==> config.mk <==
export PLATFORM = sky130hd
export DESIGN_NAME = cpt_walker
export DESIGN_NICKNAME = d
export VERILOG_FILES = /design/src/rtl/cpt_pkg.sv /design/src/rtl/cpt_fold_hash.sv /design/src/rtl/cpt_entry_decode.sv /design/src/rtl/cpt_walker.sv
export SDC_FILE = /design/constraint.sdc
export NUM_CORES = 1
export LEC_CHECK = 0
export BUFFER_PORTS_ARGS = -buffer_cell sky130_fd_sc_hd__buf_4
export CORE_ASPECT_RATIO = 0.9
export CORE_MARGIN = 2
export CORE_UTILIZATION = 40
export CTS_CLUSTER_DIAMETER = 50
export DETAILED_ROUTE_END_ITERATION = 16
export GPL_ROUTABILITY_DRIVEN = 0
export GPL_TIMING_DRIVEN = 0
export PLACE_DENSITY = 0.61
export REMOVE_ABC_BUFFERS = 1
export SYNTH_ARGS = -nofsm -noshare
export SYNTH_HDL_FRONTEND = slang
export SYNTH_SLANG_ARGS = --single-unit
==> constraint.sdc <==
create_clock -name clk -period 4.8 [get_ports clk]
set_input_delay 0.24 -clock clk [delete_from_list [all_inputs] [get_ports clk]]
set_output_delay 0.24 -clock clk [all_outputs]
set_load 0.02 [all_outputs]
==> src/rtl/cpt_pkg.sv <==
`timescale 1ns/1ps
package cpt_pkg;
    typedef enum logic [1:0] {
        ST_IDLE,
        ST_ISSUE,
        ST_WAIT,
        ST_RESP
    } walk_st_e;

    typedef enum logic [1:0] {
        PH_HEAD,
        PH_TAG,
        PH_DATA,
        PH_LINK
    } walk_ph_e;
endpackage

==> src/rtl/cpt_fold_hash.sv <==
`timescale 1ns/1ps
module cpt_fold_hash #(
    parameter int TAG_W = 50,
    parameter int IDX_W = 8
) (
    input  logic [TAG_W-1:0] tag_hi,
    output logic [IDX_W-1:0] idx
);
    // Each tag bit folds onto index bit (position mod IDX_W).
    always_comb begin
        idx = '0;
        for (int i = 0; i < TAG_W; i++) begin
            idx[i % IDX_W] = idx[i % IDX_W] ^ tag_hi[i];
        end
    end
endmodule

==> src/rtl/cpt_entry_decode.sv <==
`timescale 1ns/1ps
module cpt_entry_decode #(
    parameter int PPN_W   = 40,
    parameter bit PARTIAL = 1'b0
) (
    input  logic [63:0]      word,
    input  logic [1:0]       sel,
    output logic [PPN_W-1:0] frame,
    output logic             resident
);
    localparam int FRAME_LSB = 12;

    logic unused_word;
    assign unused_word = ^{word, sel};

    if (PARTIAL) begin : g_partial
        logic [3:0] map;
        assign map      = word[3:0];
        assign resident = map[sel];
        assign frame    = word[FRAME_LSB +: PPN_W] + PPN_W'(sel);
    end else begin : g_complete
        assign resident = 1'b1;
        assign frame    = word[PPN_W-1:0];
    end
endmodule

==> src/rtl/cpt_walker.sv <==
`timescale 1ns/1ps
module cpt_walker #(
    parameter int VPN_W   = 52,
    parameter int PPN_W   = 40,
    parameter int IDX_W   = 8,
    parameter bit PARTIAL = 1'b0
) (
    input  logic             clk,
    input  logic             rst_n,
    input  logic [63:0]      cfg_base,
    input  logic             req_valid,
    output logic             req_ready,
    input  logic [VPN_W-1:0] req_vpn,
    output logic             rsp_valid,
    output logic             rsp_fault,
    output logic [PPN_W-1:0] rsp_ppn,
    output logic             mem_req_valid,
    input  logic             mem_req_ready,
    output logic [63:0]      mem_req_addr,
    input  logic             mem_rsp_valid,
    input  logic [63:0]      mem_rsp_data
);
    import cpt_pkg::*;

    localparam int          TAG_W     = VPN_W - 2;
    localparam int          WORDS     = PARTIAL ? 3 : 6;
    localparam logic [63:0] LINK_OFF  = 64'((WORDS - 1) * 8);

    typedef struct packed {
        walk_st_e         st;
        walk_ph_e         ph;
        logic [VPN_W-1:0] vpn;
        logic [63:0]      addr;
        logic [63:0]      ent;
        logic             fault;
        logic [PPN_W-1:0] ppn;
    } walk_t;

    walk_t cur_q, nxt_d;

    logic [IDX_W-1:0] bucket_idx;
    logic [PPN_W-1:0] dec_frame;
    logic             dec_resident;
    logic [63:0]      data_off;
    logic             tag_hit;

    cpt_fold_hash #(.TAG_W(TAG_W), .IDX_W(IDX_W)) u_hash (
        .tag_hi (req_vpn[VPN_W-1:2]),
        .idx    (bucket_idx)
    );

    cpt_entry_decode #(.PPN_W(PPN_W), .PARTIAL(PARTIAL)) u_dec (
        .word     (mem_rsp_data),
        .sel      (cur_q.vpn[1:0]),
        .frame    (dec_frame),
        .resident (dec_resident)
    );

    if (PARTIAL) begin : g_off_part
        assign data_off = 64'd8;
    end else begin : g_off_full
        assign data_off = 64'({1'b0, cur_q.vpn[1:0]} + 3'd1) << 3;
    end

    assign tag_hit = (mem_rsp_data[VPN_W-1:0] == {cur_q.vpn[VPN_W-1:2], 2'b00});

    always_comb begin
        nxt_d = cur_q;
        unique case (cur_q.st)
            ST_IDLE: begin
                if (req_valid) begin
                    nxt_d.vpn  = req_vpn;
                    nxt_d.addr = cfg_base + 64'({bucket_idx, 3'b000});
                    nxt_d.ph   = PH_HEAD;
                    nxt_d.st   = ST_ISSUE;
                end
            end
            ST_ISSUE: begin
                if (mem_req_ready) nxt_d.st = ST_WAIT;
            end
            ST_WAIT: begin
                if (mem_rsp_valid) begin
                    unique case (cur_q.ph)
                        PH_HEAD, PH_LINK: begin
                            if (mem_rsp_data == 64'd0) begin
                                nxt_d.st    = ST_RESP;
                                nxt_d.fault = 1'b1;
                                nxt_d.ppn   = '0;
                            end else begin
                                nxt_d.ent  = mem_rsp_data;
                                nxt_d.addr = mem_rsp_data;
                                nxt_d.ph   = PH_TAG;
                                nxt_d.st   = ST_ISSUE;
                            end
                        end
                        PH_TAG: begin
                            nxt_d.st = ST_ISSUE;
                            if (tag_hit) begin
                                nxt_d.ph   = PH_DATA;
                                nxt_d.addr = cur_q.ent + data_off;
                            end else begin
                                nxt_d.ph   = PH_LINK;
                                nxt_d.addr = cur_q.ent + LINK_OFF;
                            end
                        end
                        PH_DATA: begin
                            nxt_d.st    = ST_RESP;
                            nxt_d.fault = !dec_resident;
                            nxt_d.ppn   = dec_resident ? dec_frame : '0;
                        end
                        default: nxt_d.st = ST_IDLE;
                    endcase
                end
            end
            ST_RESP: nxt_d.st = ST_IDLE;
            default: nxt_d.st = ST_IDLE;
        endcase
    end

    always_ff @(posedge clk) begin
        if (!rst_n) begin
            cur_q <= '{st: ST_IDLE, ph: PH_HEAD, vpn: '0, addr: '0,
                       ent: '0, fault: 1'b0, ppn: '0};
        end else begin
            cur_q <= nxt_d;
        end
    end

    assign req_ready     = (cur_q.st == ST_IDLE);
    assign mem_req_valid = (cur_q.st == ST_ISSUE);
    assign mem_req_addr  = cur_q.addr;
    assign rsp_valid     = (cur_q.st == ST_RESP);
    assign rsp_fault     = cur_q.fault;
    assign rsp_ppn       = cur_q.ppn;

    // a stalled read keeps its address until taken
    a_r8_hold_stall: assert property (@(posedge clk) disable iff (!rst_n)
        mem_req_valid && !mem_req_ready |=> mem_req_valid && $stable(mem_req_addr));

    // no new request while a read is awaiting data
    a_r8_single_read: assert property (@(posedge clk) disable iff (!rst_n)
        mem_req_valid && mem_req_ready |=> !mem_req_valid);

    // response is one cycle wide
    a_r9_rsp_pulse: assert property (@(posedge clk) disable iff (!rst_n)
        rsp_valid |=> !rsp_valid);

    // busy right after acceptance
    a_r9_busy_after_accept: assert property (@(posedge clk) disable iff (!rst_n)
        req_valid && req_ready |=> !req_ready && !rsp_valid);

    // null bucket head yields a fault next cycle
    a_r3_null_head_fault: assert property (@(posedge clk) disable iff (!rst_n)
        (cur_q.st == ST_WAIT) && (cur_q.ph == PH_HEAD) && mem_rsp_valid
            && (mem_rsp_data == 64'd0) |=> rsp_valid && rsp_fault && (rsp_ppn == '0));

    // word-aligned reads
    a_r10_aligned: assert property (@(posedge clk) disable iff (!rst_n)
        mem_req_valid |-> (mem_req_addr[2:0] == 3'b000));
endmodule

; ---- Yosys cells after proc, flatten, opt, wreduce, memory -nomap -nowiden
; Cells that the tools add are included.
[totals]
wordCells = 96
ff_bits = 225
input_bits = 185
[op_classes]
reduce_logical = 11
addsub = 4
eq_ne = 13
muxes = 18
bitwise = 43
[op_table]
columns = cell, n
row1 = 64-bit case mux with 2 select lines, 2
row2 = 169-bit 2-to-1 mux, 1
row3 = 128-bit 2-to-1 mux, 1
row4 = 64-bit 2-to-1 mux, 2
row5 = 120-bit 2-to-1 mux, 1
row6 = 41-bit case mux with 2 select lines, 1
row7 = 64-bit by 11-bit adder with 64-bit output, 1
row8 = 64-bit by 6-bit adder with 64-bit output, 1
row9 = "64-bit by 6-bit adder with 64-bit output, second input constant", 1
row10 = 64-bit zero test, 1
row11 = 52-bit == test, 1
row12 = 1-bit XOR, 42
row13 = 41-bit 2-to-1 mux, 1
row14 = "2-bit == test, second input constant", 4
row15 = 2-bit case mux with 2 select lines, 2
row16 = 2-bit case mux with 4 select lines, 1
row17 = 4-bit AND reduction, 2
row18 = 2-bit 2-to-1 mux, 3
row19 = "2-bit != test, second input constant", 3
row20 = 2-bit case mux with 3 select lines, 1
row21 = 5-bit AND reduction, 1
row22 = "2-bit by 1-bit == test with 1-bit output, second input constant", 2
row23 = 2-bit zero test, 2
row24 = 4-bit 2-to-1 mux, 1
row25 = 10 further kinds, 11

; ---- Logic depth before layout (Yosys ltp)
[logic_depth]
ltp_word = 9
ltp_mapped = 17
ltp_nobuf = 16

; ---- Modules after synthesis
; A second synthesis with hierarchy kept.
[unflattened]
hier_cells = 1784
area_unflattened_um2 = 14467.6
[modules_own_cells]
columns = module, instances, area_per_inst_um2, seq_area_each_um2, cells_per_inst
row1 = cpt_walker, 1, 13738.2, 4504.3, 1710
row2 = cpt_fold_hash, 1, 417.9, 0.0, 32
row3 = cpt_entry_decode, 1, 311.5, 0.0, 42

; ---- Least setup slack after synthesis
; OpenSTA, ideal clock, no wires.
[synth_timing]
path_type = reg2reg
start = register cur_q[200] in the netlist's numbering
end = register cur_q, in the netlist mem_req_addr[58]
arrival_ns = 3.372
stages_incl_launch_ff = 16
path_slack_ns = 1.296
synth_period_minus_slack_ns = 3.504
t_required_ns = 4.668
n_path_buf = 1
cell_sequence = dfxtp_1 -> xnor2_1 -> nand4_1 -> nor4_1 -> nand3_1 -> nor3_1 -> nand2b_1 -> ha_1 -> nand3_1 -> a21oi_1 -> or4b_1 -> buf_6 -> nor3_2 -> xor2_1 -> a222oi_1 -> a21oi_1
[synth_via]
elab_chain_len = 5
[synth_rtl]
columns = element, line_no
row1 = from (decl), cpt_walker.sv:39  ; walk_t cur_q, nxt_d;
row2 = from (signal assigned), cpt_walker.sv:122  ; cur_q <= '{st: ST_IDLE, ph: PH_HEAD, vpn: '0, addr: '0,
row3 = from (signal assigned), cpt_walker.sv:125  ; cur_q <= nxt_d;
row4 = 52-bit == test, cpt_walker.sv:65  ; assign tag_hit = (mem_rsp_data[VPN_W-1:0] == {cur_q.vpn[VPN_W-1:2], 2'b00});
row5 = 64-bit 2-to-1 mux, cpt_walker.sv:98  ; if (tag_hit) begin
row6 = 64-bit case mux with 2 select lines, cpt_walker.sv:83  ; unique case (cur_q.ph)
row7 = 169-bit 2-to-1 mux, cpt_walker.sv:82  ; if (mem_rsp_valid) begin
row8 = 64-bit case mux with 2 select lines, cpt_walker.sv:69  ; unique case (cur_q.st)
; No other way between the ends. The select of a mux whose other input is x is not followed.
; A chain may end at the register's enable or synchronous reset.

; ---- Final worst setup path
[layout_timing]
start = register cur_q[172] in the netlist's numbering
end = register cur_q, in the netlist mem_req_addr[58]
; Same word-level chain as after synthesis.

==> metrics.md <==
| Metric | Value |
|---|---|
| Total wire length | `51000 um` |
| First-pass GRT wire length | `between 70000 and 80000 um` |
| Pwr Density | `about 340 nW/um2` |
| Grt ovf | `0` |
| Hold Path Sink | `cur_q[194]` |
| Layout cells sized above 1 | `0.210` |
| Worst Tran Pin Value | `roughly 1.1 ns` |
| VDD IR max | `between 0.2 and 0.25 mV` |
| Worst R2R Setup Slack | `around 0.37 ns` |
| Arr. time, crit path | `approximately 4.8 ns` |
| Setup crit start kind | `register` |
| Final worst path period share | `0.923` |
| Post-layout util | `0.515` |
| Max Clock Skew | `between 0.01 and 0.015 ns` |
| Status | `finished clean` |
| Most common library cells after synthesis | `dfxtp_1, nand2_1, xnor2_1` |
| Setup TNS | `0 ns` |
| Area fraction of the dominant cell type after synthesis | `0.317` |
| Required @ worst endpoint | `5.20 ns` |
| Initial Util | `0.406` |
| Hold path start | `req_vpn[25]` |
| H-Tree Level Count | `2` |
| Setup bufs post-CTS | `0` |
| Number of synthesized flops with an enable pin | `0` |
| R2R Path Start | `cur_q[172]` |
| I/O pin cnt | `approximately 290` |
| Register bit total from synthesis | `about 230` |
| First-pass DRT Iterations | `5` |
| Remaining design rule violation count | `0` |
| WP buf/inv | `0` |
| Max-cap violations | `0` |
| Core outline area | `between 30000 and 40000 um2` |
| Die width | `around 200 um` |
| Num Clock Sinks | `~230` |
| Initial drt markers | `1074` |
| Slew HR | `0.297` |
| Number of global-route vias before repair | `roughly 13000` |
| Worst r2r path cells | `13` |
| Fin crit period | `approximately 4.4 ns` |
| Chip Height | `between 150 and 200 um` |
| DR WL/cell | `21.1 um` |
| Largest net degree at the start of global routing | `between 100 and 150` |
| Post-DP HPWL | `between 30000 and 40000 um` |
| Synth Instances | `between 1500 and 2000` |
| Buffers on Ports | `around 290` |
| Clock transition at path regs | `around 0.060 ns` |
| Critical path class | `reg -> reg` |
| GRT Total Usage | `0.270` |
| Antenna-violating nets left | `0` |
| Synth Warn # | `0` |
| Top FF cell, synth | `dfxtp_1` |
| CTS tree | `yes` |
| Slew Limit Fails | `0` |
| Clock latency on the worst-skew pair | `~0.54 ns` |
| Area delta synth->final | `27.0%` |
| Leak | `0.00664 uW` |
| Worst R2R End | `mem_req_addr[58]` |
| Hold Fails Final Rpt | `0` |
| Vias per cell | `~5.5` |
| RSZ-0062 raised after global routing | `false` |
| Fin nets | `between 2000 and 2500` |
| Worst-path fanout max | `10` |
| Die area | `37100 um2` |
| Root Buffer | `clkbuf_16` |
| Slowest cell delay on critical path | `between 0.6 and 0.7 ns` |
| Hold path depth | `3` |
| Seq/Total Area, Yosys | `0.317` |
| DR vias | `~13000` |
| Cts bufs inserted | `37` |
| Critical path's top delay family | `simple AND/OR/NAND/NOR gates` |
| Biggest area consumer among synthesized cells | `dfxtp_1` |
| Most frequent cell after synthesis | `dfxtp_1` |
| Post-synthesis cell area | `around 14000 um2` |
| Crit path capture type | `register` |
| Count of unique library cells instantiated by Yosys | `61` |
| Fill count | `around 3400` |
| FMAX | `between 200 and 250 MHz` |
| Post-synthesis average cell area | `8.27 um2` |
| Clock Tree Buf Depth | `3` |
| Crit path max-delay cell type | `or4b_4` |
| Area contributors post-synth | `dfxtp_1, mux2i_1, xnor2_1, buf_4, nor2b_1` |
| Final setup viols | `0` |
| Hold Path Class | `in -> reg` |
| Crit path cell chain | `xor2_1 -> nor4_1 -> nand4_1 -> nor3_2 -> nand2b_1 -> ha_1 -> nand3_1 -> a21oi_2 -> or4b_4 -> nor3_2 -> xor2_1 -> a222oi_1 -> a21oi_1` |
| Async S/R FF share, synth | `0` |
| Setup crit start | `cur_q[172]` |
| Initial antenna violation count | `1` |
| FP Rows | `65` |
-- worst reg2reg max path, cell delays in order (launching register included) --
cell and delay, ns:
dfxtp_1 0.31, xor2_1 0.15, nor4_1 0.56, nand4_1 0.22, nor3_2 0.39, nand2b_1 0.16
ha_1 0.35, nand3_1 0.18, a21oi_2 0.48, or4b_4 0.67, nor3_2 0.24, xor2_1 0.11
a222oi_1 0.35, a21oi_1 0.11
-- worst max path at each step --
stage               slack (ns)                to  cells after the start
finish                    0.37  mem_req_addr[58]                     13
detailed placement       -0.29  mem_req_addr[60]                     14
global placement         -7.76  mem_req_addr[39]                      7
floorplan                -3.04   mem_req_addr[5]                      7
CTS                       0.22  mem_req_addr[60]                     14
global route              0.09  mem_req_addr[59]                     15
-- metrics by stage --
| step | hold WS [ns] | setup slack, ns | area, um2 | total power, uW | std cells |
|---|---|---|---|---|---|
| after floorplan | 0.358 | -3.04 | 13100 | 2640 | 1518 |
| after global placement | 0.462 | -7.76 | 15800 | 3160 | 2279 |
| after detailed placement | 0.462 | -0.289 | 16100 | 3180 | 2292 |
| after CTS | 0.0000207 | 0.221 | 18100 | 6100 | 2416 |
| after global routing | 0.00233 | 0.0857 | 18100 | 6290 | 2417 |
| final | 0.0169 | 0.368 | 18100 | 6060 | 2417 |
-- area by class of cell --
| class | instances | area, um2 | share of cell area |
|---|---|---|---|
| clock inverter | 17 | 234 | 0.0130 |
| multi-input combinational | 1271 | 8530 | 0.472 |
| tap | 469 | 587 | 0.0325 |
| sequential | 225 | 4500 | 0.249 |
| clock buffer | 48 | 1080 | 0.0598 |
| inverter | 22 | 82.6 | 0.00457 |
| antenna | 1 | 2.50 | 0.000139 |
| timing repair buffer | 364 | 3040 | 0.168 |
-- cell usage in the layout, fill, tap and decap left out, types with 38 or more instances in the layout --
master	Yosys	final
a21boi_0	53	53
a21oi_1	98	97
and2_1	46	43
buf_4	104	291
clkbuf_16	0	39
dfxtp_1	225	225
dlygate4sd3_1	0	59
mux2i_1	110	110
nand2_1	161	160
nand3_1	45	45
nand4_1	38	38
nor2_1	60	58
nor2b_1	112	112
nor4_1	47	46
o21ai_0	97	97
xnor2_1	120	120
xor2_1	77	77
-- layer usage --
layer	routed length, um	global-route usage	share of wire
met1	22700	0.363	0.45
met5	0	0	0
met2	22500	0.429	0.44
met3	3680	0.0455	0.072
met4	2100	0.116	0.041
-- where the power goes --
group	switching (uW)	total [uW]	internal, uW
Combinational	681	1170	494
Sequential	63.5	2030	1960
Clock	1010	2860	1860
Total	1750	6060	4310
-- kinds of logic after synthesis --
family | Yosys count | synth area share
adders and majority gates | 17 | 0.0160
buffers and inverters | 225 | 0.0883
AOI/OAI and AO/OA | 335 | 0.149
DFF | 225 | 0.317
muxes | 114 | 0.0805
and+or+nand+nor | 608 | 0.229
xor gates and xnor gates | 197 | 0.121
-- what timing repair did --
action / 4_1_cts / 5_1_grt
setup endpoints to repair: 13 / 2
gates resized for setup: 3 / 1
hold buffers: 59 / 0
endpoints found under the hold margin: 59 / 0
-- sequential cells by signal, indices dropped and copies added (netlist names) --
name	flops
rsp_ppn	40
mem_req_addr	64
cur_q	120
rsp_fault	1
Note: power is estimated with default switching activity, not from simulation.
